===== src/rtl/regbus_pkg.sv =====
// Shared widths and the protocol state encoding of the register bus slave.
// Assumes: one byte of index and one byte of data per transaction.
package regbus_pkg;
    localparam int BYTE_W = 8;

    typedef enum logic [3:0] {
        ST_IDLE,
        ST_ADDR,
        ST_ADDR_ACK,
        ST_INDEX,
        ST_INDEX_ACK,
        ST_WDATA,
        ST_WDATA_ACK,
        ST_RDATA,
        ST_MACK,
        ST_IGNORE
    } bus_state_t;
endpackage


===== src/rtl/regbus_sync.sv =====
// Multi-stage synchroniser for asynchronous bus pins.
// Assumes: STAGES >= 2. The reset value is all ones, which is the idle
// level of the bus and the disabled state of the enable pin.
module regbus_sync #(
    parameter int STAGES = 2,
    parameter int WIDTH  = 3
) (
    input  logic             clk,
    input  logic             rst_n,
    input  logic [WIDTH-1:0] d,
    output logic [WIDTH-1:0] q
);
    logic [STAGES-1:0][WIDTH-1:0] pipe_q;

    // Shift the raw pins through the flop chain.
    always_ff @(posedge clk) begin
        if (!rst_n) pipe_q <= '1;
        else        pipe_q <= {pipe_q[STAGES-2:0], d};
    end

    assign q = pipe_q[STAGES-1];
endmodule


===== src/rtl/regbus_edges.sv =====
// Finds SCL edges and start/stop conditions on the synchronised lines.
// Assumes: both inputs come through synchronisers of equal depth, so the
// relative order of SCL and SDA edges is kept.
module regbus_edges (
    input  logic clk,
    input  logic rst_n,
    input  logic scl_s,
    input  logic sda_s,
    output logic scl_rise,
    output logic scl_fall,
    output logic start_det,
    output logic stop_det
);
    logic scl_d, sda_d;

    // Keep the previous sample of both lines.
    always_ff @(posedge clk) begin
        if (!rst_n) begin
            scl_d <= 1'b1;
            sda_d <= 1'b1;
        end else begin
            scl_d <= scl_s;
            sda_d <= sda_s;
        end
    end

    assign scl_rise  = scl_s & ~scl_d;
    assign scl_fall  = ~scl_s & scl_d;
    assign start_det = scl_s & scl_d & sda_d & ~sda_s;
    assign stop_det  = scl_s & scl_d & ~sda_d & sda_s;
endmodule


===== src/rtl/regbus_engine.sv =====
// Protocol engine: receives the address, index and data bytes, drives the
// acknowledges and serialises read data.
// Assumes: SDA changes only while SCL is low, except for start and stop.
// The slave changes SDA only just after a detected SCL fall.
module regbus_engine
    import regbus_pkg::*;
#(
    parameter logic [6:0] DEV_ADDR = 7'h00
) (
    input  logic              clk,
    input  logic              rst_n,
    input  logic              bus_dis,
    input  logic              scl_rise,
    input  logic              scl_fall,
    input  logic              start_det,
    input  logic              stop_det,
    input  logic              sda_s,
    input  logic [BYTE_W-1:0] rd_data,
    output logic              drive_low,
    output logic              wr_stb,
    output logic [BYTE_W-1:0] idx,
    output logic [BYTE_W-1:0] wr_dat
);
    localparam int CNT_W = $clog2(BYTE_W + 1);
    localparam logic [CNT_W-1:0] FULL = CNT_W'(BYTE_W);

    bus_state_t        state;
    logic [BYTE_W-1:0] shreg;
    logic [CNT_W-1:0]  bit_cnt;
    logic              rd_mode, drv_q, stb_q;

    // Protocol sequencing, shifting and acknowledge drive.
    always_ff @(posedge clk) begin
        if (!rst_n || bus_dis) begin
            state   <= ST_IDLE;
            shreg   <= '0;
            bit_cnt <= '0;
            rd_mode <= 1'b0;
            drv_q   <= 1'b0;
            stb_q   <= 1'b0;
            idx     <= '0;
            wr_dat  <= '0;
        end else begin
            stb_q <= 1'b0;
            if (start_det) begin
                state   <= ST_ADDR;
                bit_cnt <= '0;
                drv_q   <= 1'b0;
            end else if (stop_det) begin
                state   <= ST_IDLE;
                bit_cnt <= '0;
                drv_q   <= 1'b0;
            end else begin
                case (state)
                    ST_ADDR, ST_INDEX, ST_WDATA: begin
                        if (scl_rise && bit_cnt != FULL) begin
                            shreg   <= {shreg[BYTE_W-2:0], sda_s};
                            bit_cnt <= bit_cnt + 1'b1;
                        end else if (scl_fall && bit_cnt == FULL) begin
                            bit_cnt <= '0;
                            if (state == ST_ADDR) begin
                                if (shreg[BYTE_W-1:1] == DEV_ADDR) begin
                                    drv_q   <= 1'b1;
                                    rd_mode <= shreg[0];
                                    state   <= ST_ADDR_ACK;
                                end else begin
                                    state <= ST_IGNORE;
                                end
                            end else if (state == ST_INDEX) begin
                                drv_q <= 1'b1;
                                state <= ST_INDEX_ACK;
                            end else begin
                                drv_q <= 1'b1;
                                state <= ST_WDATA_ACK;
                            end
                        end
                    end
                    ST_ADDR_ACK: begin
                        if (scl_fall) begin
                            if (rd_mode) begin
                                shreg   <= rd_data;
                                drv_q   <= ~rd_data[BYTE_W-1];
                                bit_cnt <= CNT_W'(1);
                                state   <= ST_RDATA;
                            end else begin
                                drv_q <= 1'b0;
                                state <= ST_INDEX;
                            end
                        end
                    end
                    ST_INDEX_ACK: begin
                        if (scl_fall) begin
                            drv_q <= 1'b0;
                            idx   <= shreg;
                            state <= ST_WDATA;
                        end
                    end
                    ST_WDATA_ACK: begin
                        if (scl_fall) begin
                            drv_q  <= 1'b0;
                            wr_dat <= shreg;
                            stb_q  <= 1'b1;
                            state  <= ST_IGNORE;
                        end
                    end
                    ST_RDATA: begin
                        if (scl_fall) begin
                            if (bit_cnt == FULL) begin
                                drv_q <= 1'b0;
                                state <= ST_MACK;
                            end else begin
                                drv_q   <= ~shreg[BYTE_W-2];
                                shreg   <= {shreg[BYTE_W-2:0], 1'b0};
                                bit_cnt <= bit_cnt + 1'b1;
                            end
                        end
                    end
                    default: ;
                endcase
            end
        end
    end

    assign drive_low = drv_q;
    assign wr_stb    = stb_q;


    stb_pulse_chk: assert property (@(posedge clk) disable iff (!rst_n)
        stb_q |=> !stb_q);

    dis_idle_chk: assert property (@(posedge clk) disable iff (!rst_n)
        bus_dis |=> (state == ST_IDLE && !drv_q));

    mack_release_chk: assert property (@(posedge clk) disable iff (!rst_n)
        (state == ST_MACK) |-> !drv_q);

    ignore_release_chk: assert property (@(posedge clk) disable iff (!rst_n)
        (state == ST_IGNORE) |-> !drv_q);
endmodule


===== src/rtl/regbus_regs.sv =====
// Control register bank: two sparse registers that are written from the
// strobe, plus a read multiplexer that returns zero for unused bits.
// Assumes: the strobe is a single-cycle pulse carrying a stable index and data.
module regbus_regs
    import regbus_pkg::*;
#(
    parameter logic [BYTE_W-1:0] WWIN_IDX = 8'h0A,
    parameter logic [BYTE_W-1:0] RWIN_IDX = 8'h13,
    parameter int                WWIN_W   = 3
) (
    input  logic              clk,
    input  logic              rst_n,
    input  logic              wr_stb,
    input  logic [BYTE_W-1:0] idx,
    input  logic [BYTE_W-1:0] wr_dat,
    output logic [BYTE_W-1:0] rd_data,
    output logic [WWIN_W-1:0] wwin_cfg,
    output logic              rwin_en
);
    localparam int PAD_W = BYTE_W - WWIN_W;

    // Store the mapped fields on a matching strobe.
    always_ff @(posedge clk) begin
        if (!rst_n) begin
            wwin_cfg <= '0;
            rwin_en  <= 1'b0;
        end else if (wr_stb) begin
            if (idx == WWIN_IDX) wwin_cfg <= wr_dat[BYTE_W-1:PAD_W];
            if (idx == RWIN_IDX) rwin_en  <= wr_dat[BYTE_W-1];
        end
    end

    // Read multiplexer; unmapped bits and indices give zero.
    always_comb begin
        rd_data = '0;
        if (idx == WWIN_IDX)      rd_data = {wwin_cfg, {PAD_W{1'b0}}};
        else if (idx == RWIN_IDX) rd_data = {rwin_en, {(BYTE_W-1){1'b0}}};
    end


    wwin_stable_chk: assert property (@(posedge clk) disable iff (!rst_n)
        !wr_stb |=> $stable(wwin_cfg));

    rwin_stable_chk: assert property (@(posedge clk) disable iff (!rst_n)
        !wr_stb |=> $stable(rwin_en));
endmodule


===== src/rtl/regbus_slave.sv =====
// Top level of the register bus slave: synchronisers, edge detection,
// protocol engine and register bank.
// Assumes: the pins are asynchronous to clk, and the system clock runs at
// least eight times faster than SCL.
module regbus_slave
    import regbus_pkg::*;
#(
    parameter logic [6:0]        DEV_ADDR    = 7'h00,
    parameter int                SYNC_STAGES = 2,
    parameter logic [BYTE_W-1:0] WWIN_IDX    = 8'h0A,
    parameter logic [BYTE_W-1:0] RWIN_IDX    = 8'h13
) (
    input  logic              clk,
    input  logic              rst_n,
    input  logic              bus_en_n,
    input  logic              scl_i,
    input  logic              sda_i,
    output logic              sda_oe,
    output logic              wr_stb,
    output logic [BYTE_W-1:0] wr_idx,
    output logic [BYTE_W-1:0] wr_dat,
    output logic [2:0]        wwin_cfg,
    output logic              rwin_en
);
    logic              scl_s, sda_s, dis_s;
    logic              scl_rise, scl_fall, start_det, stop_det;
    logic              drive_low;
    logic [BYTE_W-1:0] rd_data;

    regbus_sync #(.STAGES(SYNC_STAGES), .WIDTH(3)) u_sync (
        .clk(clk), .rst_n(rst_n),
        .d({bus_en_n, scl_i, sda_i}),
        .q({dis_s, scl_s, sda_s})
    );

    regbus_edges u_edges (
        .clk(clk), .rst_n(rst_n), .scl_s(scl_s), .sda_s(sda_s),
        .scl_rise(scl_rise), .scl_fall(scl_fall),
        .start_det(start_det), .stop_det(stop_det)
    );

    regbus_engine #(.DEV_ADDR(DEV_ADDR)) u_engine (
        .clk(clk), .rst_n(rst_n), .bus_dis(dis_s),
        .scl_rise(scl_rise), .scl_fall(scl_fall),
        .start_det(start_det), .stop_det(stop_det), .sda_s(sda_s),
        .rd_data(rd_data), .drive_low(drive_low), .wr_stb(wr_stb),
        .idx(wr_idx), .wr_dat(wr_dat)
    );

    regbus_regs #(.WWIN_IDX(WWIN_IDX), .RWIN_IDX(RWIN_IDX), .WWIN_W(3)) u_regs (
        .clk(clk), .rst_n(rst_n), .wr_stb(wr_stb), .idx(wr_idx),
        .wr_dat(wr_dat), .rd_data(rd_data),
        .wwin_cfg(wwin_cfg), .rwin_en(rwin_en)
    );

    // The raw enable pin gates the driver, so SDA is released at once.
    assign sda_oe = drive_low & ~bus_en_n;
endmodule


===== config.mk =====
export PLATFORM = sky130hd
export DESIGN_NAME = regbus_slave
export DESIGN_NICKNAME = d
export VERILOG_FILES = /design/src/rtl/regbus_pkg.sv /design/src/rtl/regbus_sync.sv /design/src/rtl/regbus_edges.sv /design/src/rtl/regbus_engine.sv /design/src/rtl/regbus_regs.sv /design/src/rtl/regbus_slave.sv
export SDC_FILE = /design/constraint.sdc
export NUM_CORES = 1
export LEC_CHECK = 0
export ABC_AREA = 0
export BUFFER_PORTS_ARGS = -buffer_cell sky130_fd_sc_hd__buf_2
export CORE_ASPECT_RATIO = 1.25
export CORE_MARGIN = 1
export CORE_UTILIZATION = 41
export DETAILED_ROUTE_END_ITERATION = 8
export PLACE_DENSITY = 0.61
export REMOVE_ABC_BUFFERS = 1
export SYNTH_ARGS = -nofsm -noshare
export SYNTH_HDL_FRONTEND = slang
export SYNTH_HIERARCHICAL = 1
export SYNTH_SLANG_ARGS = --single-unit

===== constraint.sdc =====
create_clock -name clk -period 2.6 [get_ports clk]
set_input_delay 0.39 -clock clk [delete_from_list [all_inputs] [get_ports clk]]
set_output_delay 0.39 -clock clk [all_outputs]
set_load 0.02 [all_outputs]

### Yosys cells after proc, flatten, opt, wreduce, memory -nomap -nowiden

Index checks and enable logic that the tools add are counted.

* bits in registers: 47
* bits in latches: 0
* memory bits (writable): 0
* ROM bits: 0
* input port bits: 5
* memories: 0

* $add $sub $neg: 1
* multipliers: 0
* divide/modulo/power cells: 0
* $lt $le $gt $ge: 0
* equal/unequal tests: 31
* shift operators: 0
* muxes and demuxes: 40
* bitwise gates (word level): 19
* reduce and logical (&&, ||, !) cells: 23

Operator list (count)
* $mux 4: 15
* $mux 8: 7
* $ne 4x3->1 const B: 6
* $pmux 8 s3: 1
* $reduce_and 8->1: 3
* $pmux 4 s5: 1
* $ne 2x1->1 const B: 9
* $eq 4x3->1 const B: 4
* $reduce_and 7->1: 2
* $mux 1: 12
* $pmux 4 s3: 1
* $not 1->1: 11
* $and 1x1->1: 8
* $eq 4x2->1 const B: 2
* $eq 8x4->1 const B: 1
* $eq 8x5->1 const B: 1
* $ne 4x4->1 const B: 2
* $reduce_and 4->1: 2
* $logic_not 7->1: 1
* $reduce_bool 7->1: 1
* $reduce_and 6->1: 1
* $reduce_or 3->1: 2
* $reduce_bool 5->1: 1
* $add 4x1->4 const B: 1
* 16 further kinds: 19

### Longest topological paths before layout

* depth in word-level cells: 8
* mapped depth: 8
* mapped depth without buffers: 8

### Cells and area by module

Netlist, hierarchy kept.

By module, submodules not included
* regbus_engine: times used 1, cells each 196, area an instance 1794.2 µm², seq. area each 700.7 µm²
* regbus_regs: times used 1, cells each 36, area an instance 330.3 µm², seq. area each 80.1 µm²
* regbus_sync: times used 1, cells each 15, area an instance 180.2 µm², seq. area each 120.1 µm²
* regbus_edges: times used 1, cells each 8, area an instance 85.1 µm², seq. area each 40.0 µm²
* regbus_slave: times used 1, cells each 1, area an instance 13.8 µm², seq. area each 0.0 µm²

### Least setup slack after synthesis

No wires, ideal clock.

* path kind: flip-flop to flip-flop
* start point: reg u_regs.wwin_cfg[2]
* end point: reg u_engine.drv_q, in the netlist u_engine/drive_low
* data arrival time: 1.953 ns
* data required time: 2.481 ns
* path slack: 0.528 ns
* stages on the path, launching flop included: 9
* clock period less this slack: 2.072 ns
* cells stage by stage: dfxtp_1 > inv_1 > or4b_1 > a21oi_1 > nor2b_1 > o21ai_0 > a21oi_1 > a311o_1 > o221a_1

* cells in the longest elaborated chain, start to end: 5

RTL lines
* from (decl): RTL line regbus_regs.sv:17 `output logic [WWIN_W-1:0] wwin_cfg,`
* from (signal assigned): RTL line regbus_regs.sv:28 `if (idx == WWIN_IDX) wwin_cfg <= wr_dat[BYTE_W-1:PAD_W];`
* $mux 8: RTL line regbus_regs.sv:36 `if (idx == WWIN_IDX) rd_data = {wwin_cfg, {PAD_W{1'b0}}};`
* named net rd_data[7]: RTL line regbus_slave.sv:28 `logic [BYTE_W-1:0] rd_data;`
* $not 1->1: RTL line regbus_engine.sv:82 `drv_q <= ~rd_data[BYTE_W-1];`
* $mux 1: RTL line regbus_engine.sv:80 `if (rd_mode) begin`
* $mux 1: RTL line regbus_engine.sv:79 `if (scl_fall) begin`
* $pmux 1 s4: RTL line regbus_engine.sv:54 `case (state)`
* to (signal assigned): RTL line regbus_engine.sv:82
* to (signal assigned): RTL line regbus_engine.sv:112 `drv_q <= ~shreg[BYTE_W-2];`
* to (decl): RTL line regbus_engine.sv:30 `logic rd_mode, drv_q, stb_q;`

The timed path passes the listed nets, and every way through them passes these cells. The select of a mux whose other input is x is not followed.
A chain may end at the register's enable or synchronous reset.

### Worst setup path in the final report

* start point: reg u_engine.bit_cnt[0]
* end point: reg u_engine.shreg[5]

* cells in the longest elaborated chain, start to end: 4
* elaborated cells on any way between the ends: 6
* classes of those cells: eq/ne (4); reduce/logical (2)

RTL lines
* from (decl): RTL line regbus_engine.sv:29 `logic [CNT_W-1:0] bit_cnt;`
* from (signal assigned): RTL line regbus_engine.sv:58 `bit_cnt <= bit_cnt + 1'b1;`
* from (signal assigned): RTL line regbus_engine.sv:114 `bit_cnt <= bit_cnt + 1'b1;`
* $ne 4x4->1: RTL line regbus_engine.sv:56 `if (scl_rise && bit_cnt != FULL) begin`
* $logic_and 1x1->1: RTL line regbus_engine.sv:56
* $ne 2x1->1 (no line)
* $reduce_and 8->1 (no line) *
* to (signal assigned): RTL line regbus_engine.sv:57 `shreg <= {shreg[BYTE_W-2:0], sda_s};`
* to (signal assigned): RTL line regbus_engine.sv:81 `shreg <= rd_data;`
* to (signal assigned): RTL line regbus_engine.sv:113 `shreg <= {shreg[BYTE_W-2:0], 1'b0};`
* to (decl): RTL line regbus_engine.sv:28 `logic [BYTE_W-1:0] shreg;`

Mark *: on every way between the ends. The rest lies on a longest branch, timed or not.

==> summary.md <==
| Metric | Value |
|---|---|
| Flop-to-flop setup slack | `~0.28 ns` |
| Vias in the first global route | `roughly 1800` |
| Post-CTS setup buffer count | `0` |
| Global-route wire length before repair | `just under 9 mm` |
| CTS clk-pin slew, worst paths | `0.09 ns` |
| Final period demand of the worst path | `2.32 ns` |
| Synth Cell Area | `2400 um2` |
| Die ar. | `6170 um2` |
| GPL Wtd Cong | `0.927` |
| Largest area contributor in the netlist | `dfxtp_1` |
| Worst-Skew Late Latency | `roughly 0.31 ns` |
| Post-DP HPWL | `3.73 mm` |
| F_max | `roughly 430 MHz` |
| Post-synth top cells | `dfxtp_1 (47), nor2_1 (32), mux2i_1 (27)` |
| DIE WIDTH | `between 70 and 80 um` |
| Post_cts resized | `0` |
| Worst setup path startpoint | `u_engine/bit_cnt[0]` |
| Final Setup Violations | `0` |
| Fill cells | `~570` |
| Hold buffers post-CTS | `0` |
| Post-synth ARST share | `0%` |
| Fin. Hold Viols | `0` |
| Required @ worst endpoint | `between 2 and 3 ns` |
| YS warnings | `6` |
| Crit share post-route | `between 80% and 90%` |
| Worst Clk Skew | `roughly 0.0096 ns` |
| Via density | `roughly 5.7` |
| Synth top area share | `about 39%` |
| P&R area growth vs syn | `9.42%` |
| # Max-Cap Violations | `0` |
| Transition time of the tightest slew-check pin | `about 0.99 ns` |
| FF-to-FF End | `u_engine/shreg[5]` |
| Core area | `5560 um2` |
| 1st-iter DRT viols | `between 80 and 90` |
| Congestion Overflow GR | `0` |
| Antenna violations before repair | `0` |
| Hold_sp | `scl_i` |
| DRT Wirelength | `5.23 mm` |
| Routed len/inst | `between 15 and 20 um` |
| Setup crit end | `u_engine/shreg[5]` |
| Yosys cell types | `54` |
| Worst hold path type | `in2reg` |
| Seq/Total Area, Yosys | `approximately 39%` |
| Non-filler cells, final | `between 300 and 400` |
| IO Pins | `27` |
| Placed Cells | `roughly 340` |
| Final antenna-violating net count | `0` |
| Syn Area/Cell | `roughly 9.4 um2` |
| Register bit total from synthesis | `47` |
| CP Class | `reg2reg` |
| Post-Synthesis Cells | `~260` |
| Final net count | `285` |
| Placed cell areas | `~2500 um2` |
| Ratio of cells with drive above 1 in the final layout | `approximately 20%` |
| CTS tree | `done` |
| Peak VDD IR | `between 0.3 and 0.4 mV` |
| CTS buffer count | `5` |
| Fin area | `about 2600 um2` |
| Clock Sinks | `between 40 and 50` |
| FF-to-FF Start | `u_engine/bit_cnt[0]` |
| Slew margin rel. | `~34%` |
| Diodes inserted | `0` |
| Most frequent cell after synthesis | `dfxtp_1` |
| Critical Path Source Type | `register` |
| RSZ-0062 raised after global routing | `no` |
| TNS Setup | `0 ns` |
| CP arrival | `2.54 ns` |
| Htree depth | `2` |
| Worst setup EP type | `register` |
| Pins Over Slew Limit | `0` |
| Bufs on Longest Clock Path | `2` |
| Worst reg2reg path depth | `7` |
| Starting density of the core | `43.3%` |
| Hold slack final | `about 0.28 ns` |
| Post-synth top flop | `dfxtp_1` |
| Post-synth EDFFs | `0` |
| Largest net degree at the start of global routing | `27` |
| Status | `finished clean` |
| Rows | `30` |
| Power Dens Cells | `around 460 nW/um2` |
| Chip height | `between 80 and 90 um` |
| Port Buffers | `26` |
| CP max FO | `16` |
| Vias | `slightly below 2000` |
| P_leak | `0.000951 uW` |
| DRC | `0` |
| First drt pass iteration count | `6` |
| All-layer global routing usage | `between 10% and 20%` |
| Synth top area cells | `dfxtp_1 (39%), mux2i_1 (11%), nor2_1 (5.0%)` |
| Clock root buffer | `clkbuf_8` |
## logic make-up (layout without fill, tap and decap cells)
family | count (synthesis) | count (layout) | share of synthesized area, %
AOI/OAI and AO/OA | 56 | 56 | 17.1
xor gates and xnor gates | 2 | 2 | 0.729
adders and majority gates | 2 | 2 | 1.04
buffers and inverters | 27 | 46 | 6.51
DFF | 47 | 47 | 39.1
muxes | 27 | 27 | 11.2
other | 1 | 5 | 0.156
and+or+nand+nor | 94 | 94 | 24.1
## how the worst min path moves through the flow
stage                       endpoint  cells after the start
finish              u_sync/pipe_q[1]                      2
global route        u_sync/pipe_q[0]                      2
CTS                 u_sync/pipe_q[0]                      2
detailed placement       u_sync/q[0]                      1
global placement         u_sync/q[0]                      1
floorplan                u_sync/q[0]                      1
## flip-flops by register name, summed over array words and instances (netlist names)
name / count
u_engine/idx: 8
u_engine/shreg: 8
u_engine/wr_dat: 8
u_engine/bit_cnt: 4
u_engine/state: 4
u_regs/wwin_cfg: 3
u_sync/pipe_q: 3
u_sync/q: 3
u_edges/scl_d: 1
u_edges/sda_d: 1
u_engine/drive_low: 1
u_engine/rd_mode: 1
u_engine/wr_stb: 1
u_regs/rwin_en: 1
## worst max-delay path, cell delays in order (launching register included)
cell,delay [ns]
dfxtp_1,0.38
inv_1,0.08
ha_1,0.23
nand3b_1,0.20
a221oi_1,0.13
nor2_1,0.78
a21oi_1,0.16
a311oi_1,0.29
## routing by layer
metal,GRT usage [%],wire length (um)
met4,7.61,95
met2,31.8,2670
met5,0,0
met1,22.4,2280
met3,2.76,189
## power by group
part	internal, uW	switching, uW
clock	190	258
sequential	724	2.59
combinational	12.2	23.1
## area by class of cell
type / count / area, um2 / area share [%]
multi-input combinational: 186 / 1330 / 50.5
sequential: 47 / 941 / 35.8
timing repair buffer: 31 / 168 / 6.37
tap: 64 / 80.1 / 3.04
clock buffer: 5 / 68.8 / 2.62
inverter: 7 / 26.3 / 0.999
clock inverter: 3 / 18.8 / 0.714
## cell usage in the layout (no fill, tap or decap), types with 3 or more instances in the layout
master and instances:
nand2_1 10, conb_1 5, a21boi_1 4, a21oi_1 20
a31o_2 3, inv_1 7, o21ai_0 4, a311oi_1 8
nand4_1 6, and4b_1 3, nand3_1 4, mux2i_1 27
buf_4 5, dfxtp_1 47, nor2b_1 5, buf_2 26
clkbuf_8 5, nor2_1 32, nand2b_1 12, nor4b_4 3
## stage by stage
step           worst slack (ns)  utilization [%]  total power (uW)
2_1_floorplan            0.0328                -               765
3_3_place_gp              0.439             45.8               778
3_5_place_dp              0.317             45.8               779
4_1_cts                   0.279             47.3              1220
5_1_grt                 0.00183             47.3              1260
6_report                  0.279             47.3              1210
Note: power is estimated with default switching activity, not from simulation.
